**src/rtl/aport_pkg.sv**
```systemverilog
package aport_pkg;

   typedef enum logic [1:0] {
      FMT_LJ  = 2'd0,
      FMT_I2S = 2'd1,
      FMT_RJ  = 2'd2,
      FMT_RSV = 2'd3
   } fmt_e;

   // word length code to bit count
   function automatic logic [5:0] wlen_bits(input logic [1:0] code);
      case (code)
         2'd0:    return 6'd16;
         2'd1:    return 6'd18;
         2'd2:    return 6'd20;
         default: return 6'd24;
      endcase
   endfunction

endpackage

```
**src/rtl/aport_sync.sv**
```systemverilog
module aport_sync #(
   parameter int STAGES = 2
) (
   input  logic clk,
   input  logic rst_n,
   input  logic bclk,
   input  logic wclk,
   input  logic sdin,
   output logic b_s,
   output logic w_s,
   output logic d_s,
   output logic b_rise,
   output logic b_fall
);
   logic [2:0] raw;
   logic [2:0] tap;
   logic       b_prev;

   assign raw = {bclk, wclk, sdin};

   generate
      if (STAGES == 0) begin : g_direct
         assign tap = raw;
      end else if (STAGES == 1) begin : g_one
         logic [2:0] q;
         always_ff @(posedge clk or negedge rst_n) begin
            if (!rst_n) q <= '0;
            else        q <= raw;
         end
         assign tap = q;
      end else begin : g_chain
         logic [3*STAGES-1:0] q;
         always_ff @(posedge clk or negedge rst_n) begin
            if (!rst_n) q <= '0;
            else        q <= {q[3*STAGES-4:0], raw};
         end
         assign tap = q[3*STAGES-1 -: 3];
      end
   endgenerate

   assign {b_s, w_s, d_s} = tap;

   always_ff @(posedge clk or negedge rst_n) begin
      if (!rst_n) b_prev <= 1'b0;
      else        b_prev <= b_s;
   end

   assign b_rise = b_s & ~b_prev;
   assign b_fall = ~b_s & b_prev;

endmodule

```
**src/rtl/aport_slot.sv**
```systemverilog
module aport_slot #(
   parameter int KW = 6
) (
   input  logic          clk,
   input  logic          rst_n,
   input  logic          b_rise,
   input  logic          b_fall,
   input  logic          w_s,
   input  logic          i2s,
   input  logic [KW-1:0] half,
   output logic [KW-1:0] k,
   output logic          left,
   output logic [KW-1:0] nxt_k,
   output logic          nxt_left
);
   localparam logic [KW-1:0] SAT = '1;

   logic w_at_rise;

   // Slot index and channel for the coming rising edge, decided at the falling edge.
   // I2S-style: the word clock seen at the previous rise, inverted, acts as an
   // effective left-justified word clock one bit late.
   always_comb begin
      nxt_k    = k;
      nxt_left = left;
      if (b_fall) begin
         nxt_left = i2s ? ~w_at_rise : w_s;
         if (nxt_left != left)          nxt_k = '0;
         else if (k >= half - KW'(1))   nxt_k = SAT;
         else                           nxt_k = k + KW'(1);
      end
   end

   always_ff @(posedge clk or negedge rst_n) begin
      if (!rst_n) begin
         k         <= SAT;
         left      <= 1'b0;
         w_at_rise <= 1'b0;
      end else begin
         k    <= nxt_k;
         left <= nxt_left;
         if (b_rise) w_at_rise <= w_s;
      end
   end

endmodule

```
**src/rtl/aport_rx.sv**
```systemverilog
module aport_rx #(
   parameter int OUT_W = 24,
   parameter int KW    = 6
) (
   input  logic             clk,
   input  logic             rst_n,
   input  logic             b_rise,
   input  logic             d_s,
   input  logic [KW-1:0]    k,
   input  logic             left,
   input  logic [KW-1:0]    win_s,
   input  logic [KW-1:0]    win_w,
   input  logic             sext,
   output logic [OUT_W-1:0] rx_left,
   output logic [OUT_W-1:0] rx_right,
   output logic             rx_valid
);
   logic [OUT_W-1:0] shreg, word, aligned, hold_l;
   logic             in_win, at_last;

   assign in_win  = (k >= win_s) && (k < win_s + win_w);
   assign at_last = (k == win_s + win_w - KW'(1));
   assign word    = {shreg[OUT_W-2:0], d_s};

   always_comb begin
      aligned = '0;
      if (sext) begin
         for (int i = 0; i < OUT_W; i++)
            aligned[i] = (i < int'(win_w)) ? word[i] : word[int'(win_w) - 1];
      end else begin
         aligned = word << (OUT_W - int'(win_w));
      end
   end

   always_ff @(posedge clk or negedge rst_n) begin
      if (!rst_n) begin
         shreg    <= '0;
         hold_l   <= '0;
         rx_left  <= '0;
         rx_right <= '0;
         rx_valid <= 1'b0;
      end else begin
         rx_valid <= 1'b0;
         if (b_rise && in_win) begin
            shreg <= word;
            if (at_last) begin
               if (left) begin
                  hold_l <= aligned;
               end else begin
                  rx_left  <= hold_l;
                  rx_right <= aligned;
                  rx_valid <= 1'b1;
               end
            end
         end
      end
   end

endmodule

```
**src/rtl/aport_tx.sv**
```systemverilog
module aport_tx #(
   parameter int OUT_W = 24,
   parameter int KW    = 6
) (
   input  logic             clk,
   input  logic             rst_n,
   input  logic             b_fall,
   input  logic [KW-1:0]    nxt_k,
   input  logic             nxt_left,
   input  logic [KW-1:0]    win_s,
   input  logic [KW-1:0]    win_w,
   input  logic [OUT_W-1:0] tx_left,
   input  logic [OUT_W-1:0] tx_right,
   output logic             sdout
);
   logic [OUT_W-1:0] hold_l, hold_r, cur;
   logic [KW-1:0]    off;
   logic             in_win, frame_start, bit_val;

   assign frame_start = nxt_left && (nxt_k == '0);
   assign cur         = nxt_left ? (frame_start ? tx_left : hold_l) : hold_r;
   assign off         = nxt_k - win_s;
   assign in_win      = (nxt_k >= win_s) && (nxt_k < win_s + win_w);
   assign bit_val     = in_win ? cur[OUT_W - 1 - int'(off)] : 1'b0;

   always_ff @(posedge clk or negedge rst_n) begin
      if (!rst_n) begin
         hold_l <= '0;
         hold_r <= '0;
         sdout  <= 1'b0;
      end else if (b_fall) begin
         if (frame_start) begin
            hold_l <= tx_left;
            hold_r <= tx_right;
         end
         sdout <= bit_val;
      end
   end

endmodule

```
**src/rtl/aport_top.sv**
```systemverilog
module aport_top import aport_pkg::*; #(
   parameter int OUT_W       = 24,
   parameter int HALF_LONG   = 32,
   parameter int HALF_SHORT  = 16,
   parameter int SYNC_STAGES = 2
) (
   input  logic             clk,
   input  logic             rst_n,
   input  logic [1:0]       cfg_fmt,
   input  logic [1:0]       cfg_wlen,
   input  logic             cfg_frame64,
   input  logic             cfg_sext,
   input  logic             bclk,
   input  logic             wclk,
   input  logic             sdin,
   input  logic [OUT_W-1:0] tx_left,
   input  logic [OUT_W-1:0] tx_right,
   output logic             sdout,
   output logic [OUT_W-1:0] rx_left,
   output logic [OUT_W-1:0] rx_right,
   output logic             rx_valid
);
   localparam int KW = $clog2(HALF_LONG) + 1;

   generate
      if (OUT_W < 24 || OUT_W > 32) begin : g_bad_out_w
         $error("aport_top: OUT_W must lie in 24..32");
      end
      if (HALF_LONG < 24) begin : g_bad_long
         $error("aport_top: HALF_LONG must hold a 24-bit word");
      end
      if (HALF_SHORT < 16 || HALF_SHORT > HALF_LONG) begin : g_bad_short
         $error("aport_top: HALF_SHORT must lie in 16..HALF_LONG");
      end
      if (SYNC_STAGES < 0) begin : g_bad_sync
         $error("aport_top: SYNC_STAGES must not be negative");
      end
   endgenerate

   logic          b_s, w_s, d_s, b_rise, b_fall;
   logic [KW-1:0] half, win_w, win_s, k, nxt_k;
   logic          left, nxt_left, i2s;

   assign i2s   = (cfg_fmt == FMT_I2S);
   assign half  = cfg_frame64 ? KW'(HALF_LONG) : KW'(HALF_SHORT);
   assign win_w = KW'(wlen_bits(cfg_wlen));
   assign win_s = (cfg_fmt == FMT_RJ) ? half - win_w : '0;

   aport_sync #(.STAGES(SYNC_STAGES)) u_sync (
      .clk(clk), .rst_n(rst_n), .bclk(bclk), .wclk(wclk), .sdin(sdin),
      .b_s(b_s), .w_s(w_s), .d_s(d_s), .b_rise(b_rise), .b_fall(b_fall)
   );

   aport_slot #(.KW(KW)) u_slot (
      .clk(clk), .rst_n(rst_n), .b_rise(b_rise), .b_fall(b_fall),
      .w_s(w_s), .i2s(i2s), .half(half),
      .k(k), .left(left), .nxt_k(nxt_k), .nxt_left(nxt_left)
   );

   aport_rx #(.OUT_W(OUT_W), .KW(KW)) u_rx (
      .clk(clk), .rst_n(rst_n), .b_rise(b_rise), .d_s(d_s),
      .k(k), .left(left), .win_s(win_s), .win_w(win_w), .sext(cfg_sext),
      .rx_left(rx_left), .rx_right(rx_right), .rx_valid(rx_valid)
   );

   aport_tx #(.OUT_W(OUT_W), .KW(KW)) u_tx (
      .clk(clk), .rst_n(rst_n), .b_fall(b_fall),
      .nxt_k(nxt_k), .nxt_left(nxt_left), .win_s(win_s), .win_w(win_w),
      .tx_left(tx_left), .tx_right(tx_right), .sdout(sdout)
   );

   logic unused_b_s;
   assign unused_b_s = b_s;

endmodule

```
**config.mk**
```make
export PLATFORM = sky130hd
export DESIGN_NAME = aport_top
export DESIGN_NICKNAME = d
export VERILOG_FILES = /design/src/rtl/aport_pkg.sv /design/src/rtl/aport_sync.sv /design/src/rtl/aport_slot.sv /design/src/rtl/aport_rx.sv /design/src/rtl/aport_tx.sv /design/src/rtl/aport_top.sv
export SDC_FILE = /design/constraint.sdc
export NUM_CORES = 1
export LEC_CHECK = 0
export CELL_PAD_IN_SITES_DETAIL_PLACEMENT = 0
export CELL_PAD_IN_SITES_GLOBAL_PLACEMENT = 2
export CORE_MARGIN = 8
export CORE_UTILIZATION = 37
export CTS_BUF_LIST = sky130_fd_sc_hd__clkbuf_16
export CTS_CLUSTER_DIAMETER = 120
export DETAILED_ROUTE_END_ITERATION = 7
export PLACE_DENSITY = 0.92
export SYNTH_ARGS = -nofsm -noshare
export SYNTH_HDL_FRONTEND = slang
export SYNTH_SLANG_ARGS = --single-unit
```
**constraint.sdc**
```tcl
create_clock -name clk -period 3.7 [get_ports clk]
set_input_delay 0.555 -clock clk [delete_from_list [all_inputs] [get_ports clk]]
set_output_delay 0.555 -clock clk [all_outputs]
set_load 0.05 [all_outputs]
```
==> results.tsv <==
metric	value	unit
CTS H-Tree Depth	4	
Final Cycle Share	0.9614	
CTS tree	done	
worst-skew pair later-pin latency	0.44	ns
Die H	169.2	um
vias in the first global route	6603	
Post-Synth XOR/XNOR Area	0.01110	
CP max-delay cell	clkdlybuf4s50_1	
first-pass GRT wire length	35390	um
clock-pin slew on the worst setup and hold paths	0.07	ns
worst min path class	in -> async	
Port Buf Inserts	108	
final antenna-violating net count	0	
clk sinks	160	
WS Path Type	in -> reg	
outcome	completed	
Slew HR	0.4996	
routed length per instance	17.92	um
Post-synth EDFFs	0	
DR iter-0 viols	371	
max-slew violation count	0	
CTS Hold Bufs	0	
share of cells above drive strength 1	0.3286	
Peak VDD IR	328.7	uV
Final Skew	0.01132	ns
cell row count	56	
Power Density	577.1	nW/um^2
Distinct cells, synth	67	
CTS Buf Count	17	
DP Wirelength	15970	um
grt ovf	0	
Slew @ Worst Pin	0.7506	ns
CP required	4.03	ns
final hold vios	0	
family with the most delay on the worst path	compound AO/OA/AOI/OAI gates	
worst slack at placement	-0.4997	ns
adder-cell area share of the yosys netlist	0.04411	
CP max FO	3	
Layout area overhead	31.28	%
initial core utilization	0.3731	
crit end category	flop	
Compound-Gate Fraction of Synth Area	0.1109	
Remaining DRCs	0	
Routed WL	22260	um
FILL cells	2110	
post-layout util	0.4898	
CTS root buffer	clkbuf_16	
Max clock buf depth	2	
FMAX	281.1	MHz
antenna violations before repair	2	
ys flop type	dfrtp_1	
vias per inst	5.125	
RSZ-0062 raised after global routing	no	
net count after synthesis	838	
cell area after synthesis	8680	sq um
WP buf/inv	3	
slowest stage delay, CP	0.48	ns
Syn Area/Cell	11.59	sq um
post-layout min period	3.557	ns
mux share of post-synthesis cell area	0.2508	
Global Route Usage Sum	0.1564	
fin nets	998	
routability cong.	0.8589	
vias post-DR	6365	
Critical Path Source Type	primary input	
WHS	0.1581	ns
Max Cap Viol	0	
Worst Path Arrival	3.89	ns
Post-Synth Simple-Gate Area	0.08202	
main combinational cell family by area after synthesis	multiplexers	
Pleak	5.174	nW
chip width	169.2	um
final setup fails	0	
CORE AREA	23260	sq um
CP Cell Sequence	clkdlybuf4s50_1, inv_1, ha_1, nand4_1, nand2_1, buf_4, o32ai_2, nor2_1, ha_1, a21o_1, a21oi_1, xnor2_1, nor2_1, nand2_1, a211o_1, o211ai_1, nor4_1, a32o_1	
TritonRoute pass-1 iters	7	
Setup WS post-layout	0.1429	ns
die area	28620	sq um
flop and latch count out of synthesis	160	
async set-reset flop share out of synthesis	1.000	
# IOs	109	
sequential share of the synthesized area	0.4622	
largest net degree at the start of global routing	85	
cell count after synthesis	749	
Syn. warnings	0	
==> sequential cells by signal (all words and copies together), names as in the netlist <==
name / cells
u_sync.g_chain.q: 6
u_tx.hold_r: 24
u_rx.rx_right: 24
u_slot.w_at_rise: 1
u_slot.left: 1
u_rx.hold_l: 24
u_tx.hold_l: 24
u_tx.sdout: 1
u_rx.rx_valid: 1
u_rx.rx_left: 24
u_rx.shreg: 23
u_slot.k: 6
u_sync.b_prev: 1
==> cell usage in the layout (no fill, tap or decap), types with 4 or more instances in the layout <==
cell type and n:
buf_6 5, nor2_1 30, inv_8 6, nor2b_1 5
o21a_1 8, o221ai_1 4, o22ai_1 10, clkbuf_16 18
nand3_1 6, ha_1 22, dlymetal6s2s_1 4, mux2i_1 39
o211ai_1 12, dfrtp_1 154, nand2_1 56, mux2_4 14
o21ai_0 31, ha_4 5, nor3_1 7, inv_1 18
a21oi_1 32, buf_4 65, a22o_1 6, buf_12 6
a211oi_1 5, o21ai_1 6, clkdlybuf4s50_1 103, mux2_2 134
xnor2_1 5, dfstp_2 6, nand2b_1 9
==> metrics by stage <==
step	cell area [sq um]	std cells	setup TNS, ns	power (mW)
2_1_floorplan	8812	749	-15.96	3.913
3_3_place_gp	10610	1206	-35.49	4.709
3_5_place_dp	10610	1206	-40.74	4.760
4_1_cts	11280	1239	0	6.595
5_1_grt	11390	1242	0	6.977
6_report	11390	1242	0	6.576
==> path summary, 6_finish.rpt <==
kind / startpoint / end / slack, ns / cells past startpoint
hold reg to reg: u_sync.g_chain.q[1] / u_sync.g_chain.q[4] / 0.35 / 0
setup reg to reg: u_slot.k[0] / u_tx.sdout / 0.33 / 16
min in group clk: u_sync.g_chain.q[1] / u_sync.g_chain.q[4] / 0.35 / 0
hold / removal: rst_n / u_rx.rx_left[0] / 0.16 / 1
setup / recovery: cfg_frame64 / u_tx.sdout / 0.14 / 18
max in group asynchronous: rst_n / u_tx.hold_r[23] / 2.64 / 2
==> cell type report <==
type	count	area (sq um)	area share
Antenna cell	1	2.502	0.0002196
Clock buffer	17	425.4	0.03733
Clock inverter	15	175.2	0.01537
Inverter	22	95.09	0.008345
Multi-Input combinational cell	523	4488	0.3939
Sequential cell	160	4011	0.3520
Tap cell	319	399.1	0.03503
Timing Repair Buffer	185	1798	0.1578
==> synthesized netlist by cell type (all sizes together), types with 4 or more instances <==
cell,instances,area share
nor3,10,0.0069
ha,29,0.042
or2,4,0.0029
dfrtp,154,0.44
o21ai,38,0.022
nand2b,11,0.0079
nand3,6,0.0035
a21oi,34,0.020
inv,22,0.0095
a211oi,5,0.0043
nor2,31,0.014
xnor2,6,0.0061
dfstp,6,0.018
o211ai,12,0.010
o21a,8,0.0069
mux2i,39,0.045
nand2,57,0.025
clkbuf,21,0.0092
mux2,148,0.20
buf,23,0.020
nor2b,6,0.0043
o22ai,11,0.0086
o221ai,4,0.0040
xor2,5,0.0050
a22o,6,0.0061
==> cells by family after synthesis <==
logic type               after synthesis
AND/OR/NAND/NOR                      145
multiplexers                         190
AO/OA/AOI/OAI                        147
adder cells (fa/ha/maj)               30
XOR/XNOR                              11
flip-flops                           160
buffers and inverters                 66
==> power breakdown <==
group	total [mW]	switching [mW]	internal (mW)
clock network	1.79	0.828	0.964
logic	2.30	1.12	1.17
registers	2.48	0.339	2.15
total	6.58	2.29	4.28
==> per-layer routing <==
layer  share of wire  routed length (um)  vias to the layer above  global-route usage
li1                -                   -                     3046                   -
met1            0.43                9671                     3147              0.1926
met2            0.50               11220                      153              0.2634
met3           0.050                1108                       17             0.04117
met4           0.012                 256                        2             0.05117
met5         0.00036                   8                        -                   0
==> what timing repair did <==
| item | in CTS | in global routing |
|---|---|---|
| setup endpoints to repair | 23 | 91 |
| pin swaps | 2 | 4 |
| gates resized for setup | 10 | 17 |
| buffers inserted | 0 | 1 |
| cloned | 1 | 1 |
No activity file was read; power rests on OpenSTA's default activity.
